<file path="src/rtl/icyc_pkg.sv">
package icyc_pkg;

  localparam int NUM_PHASES = 8;
  localparam int PHASE_W    = $clog2(NUM_PHASES);
  localparam int PCSEL_W    = 2;

  typedef enum logic [PHASE_W-1:0] {
    PH_IAC  = 3'd0,
    PH_IF   = 3'd1,
    PH_IOD  = 3'd2,
    PH_OAC  = 3'd3,
    PH_OF   = 3'd4,
    PH_DO   = 3'd5,
    PH_OS   = 3'd6,
    PH_INTC = 3'd7
  } phase_t;

  typedef enum logic [PCSEL_W-1:0] {
    PCS_HOLD = 2'd0,
    PCS_INC  = 2'd1,
    PCS_JMP  = 2'd2,
    PCS_HDL  = 2'd3
  } pcsel_t;

  // Successor of a phase. live_mem is the class bit seen during decode,
  // held_store is the store bit captured at decode.
  function automatic phase_t phase_after(input phase_t cur, input logic rdy,
                                         input logic live_mem, input logic held_store);
    phase_t nx;
    case (cur)
      PH_IAC:  nx = PH_IF;
      PH_IF:   nx = rdy ? PH_IOD : PH_IF;
      PH_IOD:  nx = live_mem ? PH_OAC : PH_DO;
      PH_OAC:  nx = PH_OF;
      PH_OF:   nx = rdy ? PH_DO : PH_OF;
      PH_DO:   nx = held_store ? PH_OS : PH_INTC;
      PH_OS:   nx = PH_INTC;
      default: nx = PH_IAC;
    endcase
    return nx;
  endfunction

  // Program counter source for the current cycle.
  function automatic pcsel_t pc_source(input phase_t cur, input logic rdy,
                                       input logic held_jump, input logic take);
    pcsel_t s;
    s = PCS_HOLD;
    if (cur == PH_IF && rdy)            s = PCS_INC;
    else if (cur == PH_DO && held_jump) s = PCS_JMP;
    else if (cur == PH_INTC && take)    s = PCS_HDL;
    return s;
  endfunction

endpackage

</file>
<file path="src/rtl/icyc_irq_latch.sv">
module icyc_irq_latch (
  input  logic clk,
  input  logic rst,
  input  logic irq_in,
  input  logic take,
  output logic pend_eff
);
  logic pend_q;

  assign pend_eff = pend_q | irq_in;

  always_ff @(posedge clk) begin
    if (rst)       pend_q <= 1'b0;
    else if (take) pend_q <= 1'b0;
    else           pend_q <= pend_eff;
  end
endmodule

</file>
<file path="src/rtl/icyc_next.sv">
module icyc_next
  import icyc_pkg::*;
(
  input  phase_t cur,
  input  logic   rdy,
  input  logic   live_mem,
  input  logic   held_store,
  output phase_t nxt,
  output logic   mem_stall
);
  assign nxt       = phase_after(cur, rdy, live_mem, held_store);
  assign mem_stall = ((cur == PH_IF) || (cur == PH_OF)) && !rdy;
endmodule

</file>
<file path="src/rtl/icyc_strobes.sv">
module icyc_strobes
  import icyc_pkg::*;
(
  input  phase_t                cur,
  input  logic                  rdy,
  input  logic                  held_jump,
  input  logic                  take,
  output logic [NUM_PHASES-1:0] onehot,
  output logic                  ir_load,
  output logic                  pc_load,
  output pcsel_t                sel,
  output logic                  ctx_save
);
  for (genvar i = 0; i < NUM_PHASES; i++) begin : g_strobe
    assign onehot[i] = (PHASE_W'(i) == cur);
  end

  assign sel      = pc_source(cur, rdy, held_jump, take);
  assign pc_load  = (sel != PCS_HOLD);
  assign ir_load  = (sel == PCS_INC);
  assign ctx_save = (sel == PCS_HDL);
endmodule

</file>
<file path="src/rtl/instr_cycle_seq.sv">
module instr_cycle_seq
  import icyc_pkg::*;
(
  input  logic                  clk,
  input  logic                  rst,
  input  logic                  cls_mem_operand,
  input  logic                  cls_store,
  input  logic                  cls_jump,
  input  logic                  mem_ready,
  input  logic                  irq_pending,
  output logic [NUM_PHASES-1:0] phase_onehot,
  output logic                  ir_load,
  output logic                  pc_load,
  output logic [PCSEL_W-1:0]    pc_sel,
  output logic                  ctx_save
);
  phase_t cur_q;
  phase_t nxt;
  logic   held_store_q;
  logic   held_jump_q;
  logic   pend_eff;
  logic   take_irq;
  logic   mem_stall;
  logic   decode_now;
  pcsel_t sel_w;

  assign decode_now = (cur_q == PH_IOD);
  assign take_irq   = (cur_q == PH_INTC) && pend_eff;

  always_ff @(posedge clk) begin
    if (rst) begin
      cur_q        <= PH_IAC;
      held_store_q <= 1'b0;
      held_jump_q  <= 1'b0;
    end else begin
      cur_q <= nxt;
      if (decode_now) begin
        held_store_q <= cls_store;
        held_jump_q  <= cls_jump;
      end
    end
  end

  icyc_irq_latch u_irq (
    .clk      (clk),
    .rst      (rst),
    .irq_in   (irq_pending),
    .take     (take_irq),
    .pend_eff (pend_eff)
  );

  icyc_next u_next (
    .cur        (cur_q),
    .rdy        (mem_ready),
    .live_mem   (cls_mem_operand),
    .held_store (held_store_q),
    .nxt        (nxt),
    .mem_stall  (mem_stall)
  );

  icyc_strobes u_strb (
    .cur       (cur_q),
    .rdy       (mem_ready),
    .held_jump (held_jump_q),
    .take      (take_irq),
    .onehot    (phase_onehot),
    .ir_load   (ir_load),
    .pc_load   (pc_load),
    .sel       (sel_w),
    .ctx_save  (ctx_save)
  );

  assign pc_sel = sel_w;
endmodule

</file>
<file path="config.mk">
export PLATFORM = sky130hd
export DESIGN_NAME = instr_cycle_seq
export DESIGN_NICKNAME = d
export VERILOG_FILES = /design/src/rtl/icyc_pkg.sv /design/src/rtl/icyc_irq_latch.sv /design/src/rtl/icyc_next.sv /design/src/rtl/icyc_strobes.sv /design/src/rtl/instr_cycle_seq.sv
export SDC_FILE = /design/constraint.sdc
export NUM_CORES = 1
export LEC_CHECK = 0
export CAP_MARGIN = 10
export CORE_MARGIN = 4
export CORE_UTILIZATION = 25
export CTS_BUF_LIST = sky130_fd_sc_hd__clkbuf_4 sky130_fd_sc_hd__clkbuf_8
export CTS_CLUSTER_DIAMETER = 100
export DETAILED_ROUTE_END_ITERATION = 10
export DONT_BUFFER_PORTS = 1
export GPL_ROUTABILITY_DRIVEN = 0
export PLACE_DENSITY = 0.46
export SETUP_SLACK_MARGIN = 0.02
export SYNTH_ARGS = -nofsm -noshare
export SYNTH_HDL_FRONTEND = slang
export SYNTH_SLANG_ARGS = --single-unit
</file>
<file path="constraint.sdc">
create_clock -name clk -period 1.01 [get_ports clk]
set_input_delay 0.0505 -clock clk [delete_from_list [all_inputs] [get_ports clk]]
set_output_delay 0.0505 -clock clk [all_outputs]
set_load 0.02 [all_outputs]
</file>
==> impl_metrics.json, run 1 <==
{
  "antenna_cells": 0,
  "path_max_fanout": 7,
  "tritoncts_num_sinks": 6,
  "initial_core_util": 0.277,
  "crit_slowest_cell": "sky130_fd_sc_hd__dfxtp_4",
  "highest-signal-layer": "met4",
  "max_cap_viol_count": 0,
  "via_count_of_the_first_global_routing_pass": 346,
  "clkSlewWorstSetupHoldPaths_ps": 40,
  "ctsHtreeMaxLevel": 1,
  "drv_slew": 0,
  "timing.critical_path.cells": "buf_12, nor3b_4, nand2_2, inv_2",
  "most_instantiated_flip_flop_cell_in_the_synthesis_netlist": "sky130_fd_sc_hd__dfxtp_1",
  "synth_top_area_frac": 0.317,
  "drt_first_iter_violations": 10,
  "ctsRootBufferMaster": "sky130_fd_sc_hd__clkbuf_4",
  "drt-wirelength-per-cell_um": 12.5,
  "count_of_endpoints_failing_setup_in_the_final_report": 17,
  "worst_hold_path_type": "primary input to register",
  "outcome": "finished with violations",
  "dp_hpwl_um": 702,
  "static-leakage-power_nw": 0.291,
  "worstSetupStartpointType": "register",
  "post_synth_instance_area_um2": 379,
  "cts_max_path_buffers": 2,
  "timing.critical_path.required_ps": 960,
  "tritoncts": "built",
  "reg_to_reg_start": "cur_q[1]",
  "multiInputGateArea_um2": 303,
  "drt_pass1_iterations": 2,
  "ir_drop_v": 0.000716,
  "flow.area_growth_from_synthesis_pct": 76.2,
  "rsz0062_at_grt": "yes",
  "period_utilization_post_route": 1.20,
  "globalRouteOverflowTotal": 0,
  "worst_slack_ps": -197,
  "synth_async_sr_flop_share": 0,
  "timing_worst_slew_pin_value_ps": 244,
  "timing.hold.worst.start": "mem_ready",
  "worst_skew_ps": 4.33,
  "die_w_um": 46.9,
  "core-area_um2": 1370,
  "violations": "setup timing",
  "drc_violations_left": 0,
  "endpoint_kind": "primary output",
  "power-per-cell-area_nw_per_um2": 1190,
  "wire_length_reported_by_the_detailed_router_um": 996,
  "synth_area_leaders": "sky130_fd_sc_hd__dfxtp_1, sky130_fd_sc_hd__mux2i_1, sky130_fd_sc_hd__buf_4",
  "antenna_found_initial": 0,
  "cp.buffers_inverters": 2,
  "fill_cells": 150,
  "average_footprint_of_a_synthesized_cell_um2": 7.90,
  "route.layer.met1.wl_um": 444,
  "number_of_nets_at_the_end_of_the_flow": 74,
  "arrival_ps": 1160,
  "clock_insertion_delay_worst_skew_ps": 240,
  "synth_edf_count": 0,
  "setup_slack_of_the_worst_register_to_register_path_ps": -80,
  "post-route-min-period_ps": 1210,
  "cts_made_buffers": 3,
  "crit_type": "register to primary output",
  "ys_seq_elements": 6,
  "ys_seq_area_frac": 0.317,
  "final_util": 0.489,
  "yosys.area.top_type": "sky130_fd_sc_hd__dfxtp_1",
  "fin_cells": 80,
  "hold_viol": 0,
  "grt_max_degree": 9,
  "r2r-end": "held_store_q",
  "max_slew_margin": 0.836,
  "detail_route.vias_per_cell": 4.93,
  "buffer_ports.inserted": 0,
  "crit_family": "flip-flops",
  "hold_path_depth": 2,
  "cp-startpoint": "cur_q[1]",
  "grt_pass1_wl_um": 1510,
  "whs_endpoint": "cur_q[1]",
  "yosys_warnings": 0,
  "achievable-frequency_mhz": 828,
  "pin_count": 20,
  "register_area_um2": 131,
  "final_antenna_net_count": 0,
  "synth_cells": 48,
  "wl_met2_um": 457,
  "groute.usage.overall": 0.0977,
  "post_route_cells_drive_above_1_share": 0.631,
  "syn_nets": 55,
  "wire_length_on_met3_um": 80,
  "die_y_um": 46.9,
  "yosys.cell_types.count": 21,
  "routed-via-count": 394,
  "die_area_um2": 2200,
  "worst_r2r_path_depth": 4,
  "numPlacedInstances": 71,
  "site_rows": 13,
  "yosys-top-cells-count": "sky130_fd_sc_hd__dfxtp_1, sky130_fd_sc_hd__nor2_1, sky130_fd_sc_hd__nor3_1",
  "critical-path-max-stage-delay_ps": 370
}
## what timing repair did
action / CTS / global route
endpoints found under the hold margin: 5 / 0
hold buffers: 3 / 0
endpoints found under the setup margin: 17 / 18
resized for setup: 15 / 7
pin swaps: 5 / 5
setup buffers: 2 / 1
## metal layers
layer	global-route usage	vias to the layer above
met5	0	-
met4	0.0663	0
met3	0.0383	2
met2	0.130	14
met1	0.128	175
li1	-	203
## report_power, final
group	internal, mW	switching, mW	leakage, nW
sequential	0.257	0.0391	0.0512
combinational	0.148	0.135	0.226
clock	0.134	0.0796	0.0138
total	0.539	0.254	0.291
## flip-flops by register name (all words and copies together), names as in the netlist
signal        count
held_jump_q       1
cur_q             3
u_irq.pend_q      1
held_store_q      1
## layout by cell type (no fill, tap or decap), drive strengths merged
master / synthesis / routed
a211oi: 1 / 1
a21oi: 2 / 2
and3: 2 / 2
buf: 4 / 16
clkbuf: 1 / 3
dfxtp: 6 / 6
dlygate4sd3: 0 / 3
inv: 3 / 3
mux2i: 3 / 3
nand2: 3 / 3
nand2b: 2 / 2
nor2: 6 / 6
nor3: 4 / 4
nor3b: 4 / 4
nor4: 2 / 2
o211ai: 1 / 1
o21ai: 2 / 2
o21bai: 1 / 1
or3: 1 / 1
## metrics by stage
stage / setup WS [ps] / total power, mW / area [µm²] / setup TNS, ps / hold WS (ps)
final: -197 / 0.793 / 668 / -1840 / 2.15
after CTS: -211 / 0.780 / 632 / -1900 / 14.2
after global routing: -240 / 0.842 / 668 / -2620 / 37.7
after floorplan: -95.9 / 0.465 / 428 / -211 / 198
after global placement: -33.7 / 0.519 / 512 / -187 / 119
after detailed placement: -65.2 / 0.519 / 512 / -251 / 119
## cell type report
cell class / instances / share of cell area
multi-input cells: 34 / 0.453
inverters: 3 / 0.0169
repair buffers: 19 / 0.272
flip-flops and latches: 6 / 0.197
well taps: 15 / 0.0281
clock buffers: 3 / 0.0337
## kinds of logic (layout without fill, tap and decap cells)
group,Yosys count,after routing,share of synthesized area
and+or+nand+nor,24,24,0.380
buffers and inverters,8,25,0.112
muxes,3,3,0.0792
AOI/OAI and AO/OA,7,7,0.112
DFF,6,6,0.317
## how the worst max path moves through the flow
stage           endpoint  slack [ps]  cells past startpoint
3_5_place_dp    cur_q[0]         -70                      3
2_1_floorplan  pc_sel[0]        -100                      4
3_3_place_gp    cur_q[0]         -30                      3
6_report         ir_load        -200                      4
5_1_grt        pc_sel[1]        -240                      4
4_1_cts        pc_sel[0]        -210                      4
No activity file was read; power rests on OpenSTA's default activity.
==> run 2: changes to the inputs <==
--- a/config.mk
+++ b/config.mk
@@ -5,6 +5,7 @@
 export SDC_FILE = /design/constraint.sdc
 export NUM_CORES = 1
 export LEC_CHECK = 0
+export ABC_AREA = 1
 export CAP_MARGIN = 10
 export CORE_MARGIN = 4
 export CORE_UTILIZATION = 25
==> impl_metrics.json, run 2 <==
{
  "outcome": "finished with violations",
  "violations": "setup timing",
  "fill_cells": 129,
  "final_common_cell": "sky130_fd_sc_hd__buf_4",
  "average_footprint_of_a_synthesized_cell_um2": 6.28,
  "multiInputGateArea_um2": 231,
  "buffer_ports.inserted": 0,
  "tritoncts_num_sinks": 6,
  "core-area_um2": 1320,
  "path_max_fanout": 5,
  "flow.area_growth_from_synthesis_pct": 80.4,
  "most_frequent_cell_after_synthesis": "sky130_fd_sc_hd__nand2_1",
  "endpoint_kind": "primary output",
  "clkSlewWorstSetupHoldPaths_ps": 50,
  "totalNegativeSetupSlack_ps": -1340,
  "worstSetupStartpointType": "register",
  "worst_r2r_path_depth": 5,
  "yosys-top-cells-count": "sky130_fd_sc_hd__nand2_1, sky130_fd_sc_hd__inv_1, sky130_fd_sc_hd__dfxtp_1, sky130_fd_sc_hd__nor2_1, sky130_fd_sc_hd__nand3_1",
  "numPlacedInstances": 77,
  "post_route_cells_drive_above_1_share": 0.538,
  "cts_max_path_buffers": 2,
  "ctsRootBufferMaster": "sky130_fd_sc_hd__clkbuf_4",
  "max_cap_viol_count": 0,
  "dp_hpwl_um": 710,
  "grt_pass1_wl_um": 1620,
  "yosys.area_share.adder": 0,
  "max_slew_margin": 0.825,
  "hold_path_depth": 4,
  "wire_length_reported_by_the_detailed_router_um": 1040,
  "drt_first_iter_violations": 6,
  "antenna_found_initial": 0,
  "clock_insertion_delay_worst_skew_ps": 250,
  "most_instantiated_flip_flop_cell_in_the_synthesis_netlist": "sky130_fd_sc_hd__dfxtp_1",
  "syn_nets": 64,
  "arrival_ps": 1140,
  "post_synthesis_compound_gate_area_fraction": 0.105,
  "site_rows": 13,
  "post_synth_and_or_nand_nor_area_fraction": 0.378,
  "ys_seq_area_frac": 0.336,
  "via_count_of_the_first_global_routing_pass": 370,
  "ctsHtreeMaxLevel": 1,
  "detail_route.vias_per_cell": 4.66,
  "timing.critical_path.required_ps": 960,
  "die_area_um2": 2100,
  "fin_cells": 93,
  "yosys.cell_types.count": 17,
  "tritoncts": "built",
  "final_antenna_net_count": 0,
  "hold_slack_ps": 48.9,
  "ir_drop_v": 0.000647,
  "worst_skew_ps": 3.52,
  "timing_worst_slew_pin_value_ps": 262,
  "worst_hold_path_type": "primary input to register",
  "pin_count": 20,
  "period_utilization_post_route": 1.18,
  "worst_slack_ps": -180,
  "rsz0062_at_grt": "yes",
  "synth_edf_count": 0,
  "final_util": 0.490,
  "synth_cells": 57,
  "yosys_warnings": 0,
  "drt_pass1_iterations": 4,
  "cts_made_buffers": 3,
  "routed-via-count": 433,
  "synth.area.mux_share": 0,
  "synth_area_leaders": "sky130_fd_sc_hd__dfxtp_1, sky130_fd_sc_hd__nand2_1, sky130_fd_sc_hd__inv_1",
  "static-leakage-power_nw": 0.308,
  "die_y_um": 45.8,
  "most-common-layout-cells": "sky130_fd_sc_hd__buf_4, sky130_fd_sc_hd__nand2_1, sky130_fd_sc_hd__inv_4",
  "globalRouteOverflowTotal": 0,
  "ys_seq_elements": 6,
  "post_synth_instance_area_um2": 358,
  "fin_area_um2": 646,
  "register_area_um2": 131,
  "drv_slew": 0,
  "initial_core_util": 0.272,
  "power-per-cell-area_nw_per_um2": 1210,
  "largest_family_of_logic_cells_by_synthesized_area": "simple AND/OR/NAND/NOR gates",
  "achievable-frequency_mhz": 840,
  "antenna_cells": 0,
  "post-route-min-period_ps": 1190,
  "max_reg_flops": 3,
  "number_of_nets_at_the_end_of_the_flow": 87,
  "synthXorXnorAreaFrac": 0,
  "synth_async_sr_flop_share": 0,
  "synth_top_area_frac": 0.336,
  "crit_type": "register to primary output",
  "max_flop_register": "cur_q",
  "groute.usage.overall": 0.106,
  "detailed_place.area_um2": 442,
  "drc_violations_left": 0,
  "die_w_um": 45.8,
  "yosys.area.top_type": "sky130_fd_sc_hd__dfxtp_1",
  "hold_viol": 0,
  "grt_max_degree": 7,
  "drt-wirelength-per-cell_um": 11.2,
  "count_of_endpoints_failing_setup_in_the_final_report": 14
}
## run 2: cell types whose count changed after synthesis, moves of 2 or more
| cell | previous run | this run |
|---|---|---|
| sky130_fd_sc_hd__mux2i_1 | 3 | 0 |
| sky130_fd_sc_hd__nand2b_1 | 2 | 0 |
| sky130_fd_sc_hd__nand3_1 | 0 | 5 |
| sky130_fd_sc_hd__nor3b_1 | 2 | 0 |
| sky130_fd_sc_hd__a21oi_1 | 2 | 4 |
| sky130_fd_sc_hd__inv_1 | 3 | 8 |
| sky130_fd_sc_hd__and3_1 | 2 | 0 |
| sky130_fd_sc_hd__nand2_1 | 3 | 10 |
| sky130_fd_sc_hd__nor4_1 | 2 | 0 |
| sky130_fd_sc_hd__inv_2 | 0 | 4 |
## run 2: critical path, cell delays in order (launching register included)
cell,delay (ps)
sky130_fd_sc_hd__dfxtp_4,370
sky130_fd_sc_hd__inv_6,80
sky130_fd_sc_hd__nand3_4,90
sky130_fd_sc_hd__o211ai_1,180
sky130_fd_sc_hd__buf_4,170
## run 2: kinds of logic (layout without fill, tap and decap cells)
group / Yosys count / count (layout)
buffers and inverters: 15 / 36
and+or+nand+nor: 29 / 29
DFF: 6 / 6
AOI/OAI and AO/OA: 7 / 7
## run 2: layout make-up
class | count | share of cell area
Clock buffer | 3 | 0.0349
Inverter | 13 | 0.103
Multi-Input combinational cell | 36 | 0.359
Sequential cell | 6 | 0.203
Tap cell | 15 | 0.0291
Timing Repair Buffer | 20 | 0.271
## run 2: worst paths after layout
kind	startpoint	endpoint	slack [ps]
setup / recovery	cur_q[1]	pc_load	-180
hold / removal	cls_mem_operand	cur_q[1]	50
setup reg to reg	cur_q[1]	cur_q[0]	-40
hold reg to reg	held_store_q	held_store_q	460
## run 2: repair_timing
| action | 4_1_cts | 5_1_grt |
|---|---|---|
| hold buffers | 4 | 0 |
| resized for setup | 17 | 9 |
| setup endpoints to repair | 14 | 18 |
| pin swaps | 5 | 3 |
| endpoints found under the hold margin | 6 | 0 |
| buffers inserted | 4 | 5 |
## run 2: through the flow
| stage | worst slack [ps] | power [mW] |
|---|---|---|
| 2_1_floorplan | -7.36 | 0.427 |
| 3_3_place_gp | 16.3 | 0.471 |
| 3_5_place_dp | 10.8 | 0.471 |
| 4_1_cts | -175 | 0.754 |
| 5_1_grt | -253 | 0.841 |
| 6_report | -180 | 0.784 |
## run 2: routing by layer
metal / GRT usage / vias up / wire length (µm)
li1: - / 223 / -
met1: 0.129 / 191 / 405
met2: 0.173 / 15 / 524
met3: 0.0514 / 4 / 86
met4: 0.0170 / 0 / 29
met5: 0 / - / 0
## run 2: power breakdown
part	switching (mW)	internal [mW]
sequential	0.0330	0.257
clock	0.0915	0.135
combinational	0.149	0.119
total	0.273	0.511
